**config.mk**
```make
export PLATFORM = sky130hd
export DESIGN_NAME = rtc_calendar_bank
export DESIGN_NICKNAME = d
export VERILOG_FILES = /design/src/rtl/rtc_cal_pkg.sv /design/src/rtl/rtc_cal_ctrl.sv /design/src/rtl/rtc_cal_datapath.sv /design/src/rtl/rtc_calendar_bank.sv
export SDC_FILE = /design/constraint.sdc
export NUM_CORES = 1
export LEC_CHECK = 0
export BUFFER_PORTS_ARGS = -buffer_cell sky130_fd_sc_hd__buf_2
export CAP_MARGIN = 10
export CORE_ASPECT_RATIO = 1.4
export CORE_MARGIN = 8
export CORE_UTILIZATION = 35
export DETAILED_ROUTE_END_ITERATION = 10
export PLACE_DENSITY = 0.5
export SLEW_MARGIN = 30
export SYNTH_ARGS = -nofsm -noshare
export SYNTH_HDL_FRONTEND = slang
export SYNTH_SLANG_ARGS = --single-unit
```
**constraint.sdc**
```tcl
create_clock -name clk -period 3.65 [get_ports clk]
set_clock_uncertainty 0.15 [all_clocks]
set_input_delay 0.1825 -clock clk [delete_from_list [all_inputs] [get_ports clk]]
set_output_delay 0.1825 -clock clk [all_outputs]
set_load 0.01 [all_outputs]
```
**src/rtl/rtc_cal_pkg.sv**
```systemverilog
package rtc_cal_pkg;

  localparam int NUM_CAL = 8;
  localparam int IDX_W   = $clog2(NUM_CAL);
  localparam int BYTE_W  = 8;

  // calendar field positions (the host depends on this order)
  localparam int SEC_I  = 0;
  localparam int MIN_I  = 1;
  localparam int HOUR_I = 2;
  localparam int DAY_I  = 3;
  localparam int MON_I  = 4;
  localparam int YEAR_I = 5;
  localparam int WDAY_I = 6;
  localparam int CENT_I = 7;

  // status byte encodings
  localparam logic [BYTE_W-1:0] STEP_ONE = 8'h02;
  localparam logic [BYTE_W-1:0] STEP_TWO = 8'h06;

  typedef struct packed {
    logic              calWr;
    logic [IDX_W-1:0]  calIdx;
    logic [BYTE_W-1:0] wrByte;
    logic              advance;
    logic              rdFire;
    logic              rdCal;
    logic              rdStat;
    logic [IDX_W-1:0]  rdIdx;
  } calStrobe_t;

  function automatic logic [BYTE_W-1:0] bcdInc(input logic [BYTE_W-1:0] v);
    if (v[3:0] == 4'h9) bcdInc = {v[7:4] + 4'd1, 4'h0};
    else                bcdInc = {v[7:4], v[3:0] + 4'd1};
  endfunction

  function automatic logic leapBcd(input logic [BYTE_W-1:0] yr);
    if (yr[4]) leapBcd = (yr[3:0] == 4'h2) || (yr[3:0] == 4'h6);
    else       leapBcd = (yr[3:0] == 4'h0) || (yr[3:0] == 4'h4) || (yr[3:0] == 4'h8);
  endfunction

  function automatic logic [BYTE_W-1:0] monthEndBcd(input logic [BYTE_W-1:0] mon,
                                                    input logic [BYTE_W-1:0] yr);
    case (mon)
      8'h02:                      monthEndBcd = leapBcd(yr) ? 8'h29 : 8'h28;
      8'h04, 8'h06, 8'h09, 8'h11: monthEndBcd = 8'h30;
      default:                    monthEndBcd = 8'h31;
    endcase
  endfunction

endpackage

```
**src/rtl/rtc_cal_ctrl.sv**
```systemverilog
module rtc_cal_ctrl
  import rtc_cal_pkg::*;
#(
  parameter int                ADDR_W    = 6,
  parameter logic [ADDR_W-1:0] CAL_BASE  = 6'h30,
  parameter logic [ADDR_W-1:0] STAT_ADDR = 6'h3F
) (
  input  logic              clk,
  input  logic              rstN,
  input  logic              secTick,
  input  logic [ADDR_W-1:0] busAddr,
  input  logic              wrEn,
  input  logic [BYTE_W-1:0] wrData,
  input  logic              rdEn,
  output calStrobe_t        strobe,
  output logic [BYTE_W-1:0] statusByte
);

  localparam logic [ADDR_W:0] CAL_LO = (ADDR_W+1)'(CAL_BASE);
  localparam logic [ADDR_W:0] CAL_HI = CAL_LO + (ADDR_W+1)'(NUM_CAL);

  logic failQ, welQ, rwelQ;
  logic inCal, isStat, unlocked, calAccept;
  logic [IDX_W-1:0] idx;

  assign inCal     = ({1'b0, busAddr} >= CAL_LO) && ({1'b0, busAddr} < CAL_HI);
  assign isStat    = (busAddr == STAT_ADDR);
  assign idx       = IDX_W'(busAddr - CAL_BASE);
  assign unlocked  = welQ && rwelQ;
  assign calAccept = wrEn && inCal && unlocked;

  always_ff @(posedge clk or negedge rstN) begin
    if (!rstN) begin
      failQ <= 1'b1;
      welQ  <= 1'b0;
      rwelQ <= 1'b0;
    end else begin
      if (wrEn && isStat) begin
        if (wrData == STEP_ONE) begin
          welQ  <= 1'b1;
          rwelQ <= 1'b0;
        end else if (wrData == STEP_TWO && welQ) begin
          rwelQ <= 1'b1;
        end else begin
          welQ  <= 1'b0;
          rwelQ <= 1'b0;
        end
      end
      if (calAccept) failQ <= 1'b0;
    end
  end

  assign statusByte = {5'b0, rwelQ, welQ, failQ};

  always_comb begin
    strobe.calWr   = calAccept;
    strobe.calIdx  = idx;
    strobe.wrByte  = wrData;
    strobe.advance = secTick && !calAccept;
    strobe.rdFire  = rdEn;
    strobe.rdCal   = inCal;
    strobe.rdStat  = isStat;
    strobe.rdIdx   = idx;
  end

endmodule

```
**src/rtl/rtc_cal_datapath.sv**
```systemverilog
module rtc_cal_datapath
  import rtc_cal_pkg::*;
#(
  parameter logic [BYTE_W-1:0] CENT_RESET = 8'h20
) (
  input  logic                      clk,
  input  logic                      rstN,
  input  calStrobe_t                strobe,
  input  logic [BYTE_W-1:0]         statusByte,
  output logic [BYTE_W-1:0]         rdData,
  output logic                      rdValid,
  output logic [NUM_CAL*BYTE_W-1:0] calFlat
);

  localparam logic [BYTE_W-1:0] RST_VAL [NUM_CAL] =
    '{8'h00, 8'h00, 8'h80, 8'h01, 8'h01, 8'h00, 8'h00, CENT_RESET};

  logic [BYTE_W-1:0] calQ  [NUM_CAL];
  logic [BYTE_W-1:0] nextQ [NUM_CAL];

  // carry chain
  logic secLast, minLast, hrLast, dayLast, monLast, yrLast, centLast;
  logic cSec, cMin, cHr, cDay, cMon, cYr, cCent;
  logic [BYTE_W-1:0] hrWide;

  always_comb begin
    secLast  = (calQ[SEC_I] == 8'h59);
    minLast  = (calQ[MIN_I] == 8'h59);
    hrLast   = (calQ[HOUR_I][5:0] == 6'h23);
    dayLast  = (calQ[DAY_I] == monthEndBcd(calQ[MON_I], calQ[YEAR_I]));
    monLast  = (calQ[MON_I] == 8'h12);
    yrLast   = (calQ[YEAR_I] == 8'h99);
    centLast = (calQ[CENT_I] == 8'h99);

    cSec  = strobe.advance;
    cMin  = cSec && secLast;
    cHr   = cMin && minLast;
    cDay  = cHr  && hrLast;
    cMon  = cDay && dayLast;
    cYr   = cMon && monLast;
    cCent = cYr  && yrLast;

    hrWide = bcdInc({2'b00, calQ[HOUR_I][5:0]});

    for (int i = 0; i < NUM_CAL; i++) nextQ[i] = calQ[i];

    if (cSec) nextQ[SEC_I] = secLast ? 8'h00 : bcdInc(calQ[SEC_I]);
    if (cMin) nextQ[MIN_I] = minLast ? 8'h00 : bcdInc(calQ[MIN_I]);
    if (cHr)  nextQ[HOUR_I] = {calQ[HOUR_I][7:6], hrLast ? 6'h00 : hrWide[5:0]};
    if (cDay) begin
      nextQ[DAY_I]  = dayLast ? 8'h01 : bcdInc(calQ[DAY_I]);
      nextQ[WDAY_I] = (calQ[WDAY_I][2:0] == 3'd6) ? 8'h00
                                                  : {5'b0, calQ[WDAY_I][2:0] + 3'd1};
    end
    if (cMon)  nextQ[MON_I]  = monLast ? 8'h01 : bcdInc(calQ[MON_I]);
    if (cYr)   nextQ[YEAR_I] = yrLast ? 8'h00 : bcdInc(calQ[YEAR_I]);
    if (cCent) nextQ[CENT_I] = centLast ? 8'h00 : bcdInc(calQ[CENT_I]);
  end

  // one register per field, write has priority over counting
  for (genvar g = 0; g < NUM_CAL; g++) begin : gField
    logic [BYTE_W-1:0] wrVal;
    if (g == WDAY_I) begin : gNarrow
      assign wrVal = {5'b0, strobe.wrByte[2:0]};
    end else begin : gFull
      assign wrVal = strobe.wrByte;
    end

    always_ff @(posedge clk or negedge rstN) begin
      if (!rstN)                                        calQ[g] <= RST_VAL[g];
      else if (strobe.calWr && strobe.calIdx == IDX_W'(g)) calQ[g] <= wrVal;
      else                                              calQ[g] <= nextQ[g];
    end

    assign calFlat[g*BYTE_W +: BYTE_W] = calQ[g];
  end

  always_ff @(posedge clk or negedge rstN) begin
    if (!rstN) begin
      rdValid <= 1'b0;
      rdData  <= '0;
    end else begin
      rdValid <= strobe.rdFire;
      if (strobe.rdFire) begin
        if (strobe.rdCal)       rdData <= calQ[strobe.rdIdx];
        else if (strobe.rdStat) rdData <= statusByte;
        else                    rdData <= '0;
      end
    end
  end

endmodule

```
**src/rtl/rtc_calendar_bank.sv**
```systemverilog
module rtc_calendar_bank
  import rtc_cal_pkg::*;
#(
  parameter int                ADDR_W     = 6,
  parameter logic [ADDR_W-1:0] CAL_BASE   = 6'h30,
  parameter logic [ADDR_W-1:0] STAT_ADDR  = 6'h3F,
  parameter logic [7:0]        CENT_RESET = 8'h20
) (
  input  logic              clk,
  input  logic              rstN,
  input  logic              secTick,
  input  logic [ADDR_W-1:0] busAddr,
  input  logic              wrEn,
  input  logic [7:0]        wrData,
  input  logic              rdEn,
  output logic [7:0]        rdData,
  output logic              rdValid
);

  calStrobe_t                strobe;
  logic [BYTE_W-1:0]         statusByte;
  logic [NUM_CAL*BYTE_W-1:0] calFlat;

  rtc_cal_ctrl #(
    .ADDR_W(ADDR_W), .CAL_BASE(CAL_BASE), .STAT_ADDR(STAT_ADDR)
  ) ctrl (
    .clk(clk), .rstN(rstN), .secTick(secTick), .busAddr(busAddr),
    .wrEn(wrEn), .wrData(wrData), .rdEn(rdEn),
    .strobe(strobe), .statusByte(statusByte)
  );

  rtc_cal_datapath #(
    .CENT_RESET(CENT_RESET)
  ) dp (
    .clk(clk), .rstN(rstN), .strobe(strobe), .statusByte(statusByte),
    .rdData(rdData), .rdValid(rdValid), .calFlat(calFlat)
  );

endmodule

```
==> results.sh <==
export IMPL_status="finished clean"
export IMPL_critPathRequiredTime_ps=3750
export IMPL_hp_class="input port to flip-flop"
export IMPL_setup_viol=0
export IMPL_power_per_cell_area_nw_per_um2=382.0
export IMPL_layout_commonest_cell="dfrtp_1"
export IMPL_postCtsResizedCells=0
export IMPL_hold_buffers=2
export IMPL_grt_pass1_vias=4807
export IMPL_post_route_period_util_pct=86.65
export IMPL_ant_nets=0
export IMPL_antenna_found_initial=0
export IMPL_synthArstFlopShare_pct=100.0
export IMPL_regToRegStartpoint="dp.calFlat[36]$_DFFE_PN0P_"
export IMPL_clock_latency_ps=340
export IMPL_regToRegEndpoint="dp.calFlat[47]$_DFFE_PN0P_"
export IMPL_cts_root_buf="clkbuf_16"
export IMPL_hold_end="ctrl.welQ$_DFFE_PN0P_"
export IMPL_synth_avg_cell_area_um2=8.763
export IMPL_clk_path_buf_depth=2
export IMPL_gp_congestion=0.8866
export IMPL_grt_total_usage_pct=18.13
export IMPL_cts_made_buffers=9
export IMPL_place_hpwl_um=12480
export IMPL_cp_arrival_ps=3260
export IMPL_initial_utilization_pct=35.51
export IMPL_rows=53
export IMPL_grt_pass1_wl_um=27230
export IMPL_endpoint_kind="flip-flop"
export IMPL_ios=28
export IMPL_r2r_slack_ps=490
export IMPL_hold_start="wrEn"
export IMPL_coreArea_um2=14850
export IMPL_layout_nets=666
export IMPL_seq_area_frac_synth_pct=33.80
export IMPL_cap_viol_max_count=0
export IMPL_worstMarginPinSlew_ps=765.1
export IMPL_syn_instance_count=602
export IMPL_clkTransAtPathRegs_ps=60
export IMPL_fmax_mhz=316.2
export IMPL_htreeDepth=3
export IMPL_ys_seq_elements=71
export IMPL_drive_above_1_share_pct=15.74
export IMPL_hold_viol_final=0
export IMPL_die_width_um=119.8
export IMPL_synthFlopType="dfrtp_1"
export IMPL_synth_enable_flop_cells=0
export IMPL_wirelength_um=17170
export IMPL_place_area_um2=5520
export IMPL_synthToLayoutAreaGrowth_pct=11.86
export IMPL_drc=0
export IMPL_ir_worst_vdd_v=0.0002087
export IMPL_avgRoutedWirePerCell_um=20.91
export IMPL_cp_start_kind="flip-flop"
export IMPL_rsz0062_at_grt="false"
export IMPL_yosysUniqueCellTypes=72
export IMPL_relSlewSlack_pct=48.65
export IMPL_crit_fanout=38
export IMPL_n_antenna_cell=0
export IMPL_ys_warn_count=0
export IMPL_p_leak_nw=2.373
export IMPL_dieArea_um2=19310
export IMPL_vias=4920
export IMPL_holdPathStages=3
export IMPL_grt_ovfl_total=0
export IMPL_die_height_um=161.3
export IMPL_reg2reg_depth=9
export IMPL_final_cell_mix="66 x dfrtp_1, 62 x nor2_1, 53 x nand2_1"
export IMPL_port_buffers=27
export IMPL_numClockSinks=71
export IMPL_cts_tree="done"
export IMPL_syn_cell_area_um2=5275
export IMPL_maxSlewViolCount=0
export IMPL_vias_per_cell=5.993
export IMPL_grt_max_degree=72
export IMPL_tns_ps=0
export IMPL_firstDrtPassIters=5
export IMPL_cts_setup_buffers=0
export IMPL_period_needed_ps=3163
export IMPL_syn_nets=644
export IMPL_design_area_um2=5901
export IMPL_path_class="flip-flop to flip-flop"
export IMPL_drt_iter0_drc=458
-- logic make-up (layout without fill, tap and decap cells) --
group                      count (synthesis)  count (layout)  synth area share (%)
AOI/OAI and AO/OA                        172             172                 20.87
and+or+nand+nor                          256             256                 26.16
adders and majority gates                 23              23                 5.455
DFF                                       71              71                 33.80
buffers and inverters                     56              83                 6.475
muxes                                     24              24                 7.234
-- routing by layer --
metal  part of all wire (%)  vias to the layer above  wire length (um)  track usage, %
met1                     42                     2391              7198           22.22
met2                     49                      154              8355           29.99
li1                       -                     2334                 -               -
met5                      0                        -                 0               0
met3                    5.3                       41               904           2.969
met4                    4.1                        0               708           9.231
-- cell type report --
type / instances / area, um^2
clock inverter: 5 / 103.9
inverter: 22 / 82.58
fill: 1489 / 8954
multi-input combinational: 475 / 3157
timing repair buffer: 45 / 281.5
clock buffer: 11 / 252.7
tap: 192 / 240.2
sequential: 71 / 1783
-- worst max-delay path, stage by stage (launching register included) --
cell	delay (ps)
dfrtp_1	430
inv_1	100
ha_1	130
or3b_2	520
or4_4	570
o211ai_2	100
nand3_2	80
buf_4	250
or4_1	530
a31oi_1	180
-- Yosys cell counts, drive strengths merged, types with 2 or more instances --
cell type,n,area [um^2]
o311ai,4,42.55
a22oi,4,30.03
nor2b,3,18.77
and3,6,37.54
nor4,11,75.07
mux2,3,33.78
o22ai,7,43.79
nor3,19,100.1
inv,22,82.58
and3b,4,35.03
a21oi,36,180.2
mux4,11,247.7
nand2b,2,12.51
nand2,53,198.9
or3b,2,17.52
o221a,2,22.52
a41oi,2,17.52
nor4bb,2,20.02
a41o,2,20.02
or2,2,12.51
or4,15,116.4
o21a,3,22.52
a21boi,2,15.01
o31ai,12,90.09
nor2,62,232.7
and2,8,51.31
mux2i,10,100.1
or4bb,2,23.77
nand3b,9,67.56
o21ai,48,240.2
nor3b,8,60.06
or3,3,18.77
ha,23,287.8
dfstp,5,131.4
nand3,27,140.1
nand4,11,68.82
dfrtp,66,1652
o211a,3,30.03
clkbuf,23,137.6
buf,8,87.59
a211oi,5,37.54
a31oi,25,156.4
o211ai,10,80.07
nor4b,4,35.03
-- sequential cells by signal, summed over array words and instances, names as in the netlist --
name	cells
dp.calFlat	59
dp.rdData	8
ctrl.failQ	1
ctrl.rwelQ	1
ctrl.welQ	1
dp.rdValid	1
-- stage by stage --
step / hold WS (ps) / total power, mW / worst slack [ps] / utilization (%) / cells
2_1_floorplan: -263.1 / 1.088 / 766.3 / - / 602
3_3_place_gp: 251.3 / 1.194 / 577.2 / 37.16 / 803
3_5_place_dp: 253.2 / 1.195 / 509.7 / 37.16 / 803
4_1_cts: 15.51 / 2.274 / 508.3 / 39.70 / 821
5_1_grt: 43.49 / 2.348 / 352.7 / 39.72 / 821
6_report: 18.07 / 2.254 / 487.3 / 39.72 / 821
-- power by group --
| group | switching [mW] | leakage (nW) | internal (mW) | total (mW) |
|---|---|---|---|---|
| Clock | 0.362 | 0.176 | 0.706 | 1.07 |
| Combinational | 0.153 | 1.28 | 0.119 | 0.272 |
| Sequential | 0.0768 | 0.921 | 0.838 | 0.915 |
-- how the worst max path moves through the flow --
stage,startpoint,endpoint,slack [ps],depth (start not counted)
2_1_floorplan,dp.calFlat[36]$_DFFE_PN0P_,dp.calFlat[61]$_DFFE_PN1P_,770,9
3_3_place_gp,dp.calFlat[36]$_DFFE_PN0P_,dp.calFlat[45]$_DFFE_PN0P_,580,9
3_5_place_dp,dp.calFlat[36]$_DFFE_PN0P_,dp.calFlat[56]$_DFFE_PN0P_,510,9
4_1_cts,dp.calFlat[36]$_DFFE_PN0P_,dp.calFlat[47]$_DFFE_PN0P_,510,9
5_1_grt,dp.calFlat[36]$_DFFE_PN0P_,dp.calFlat[40]$_DFFE_PN0P_,350,9
6_report,dp.calFlat[36]$_DFFE_PN0P_,dp.calFlat[47]$_DFFE_PN0P_,490,9
No activity file was read; power rests on OpenSTA's default activity.
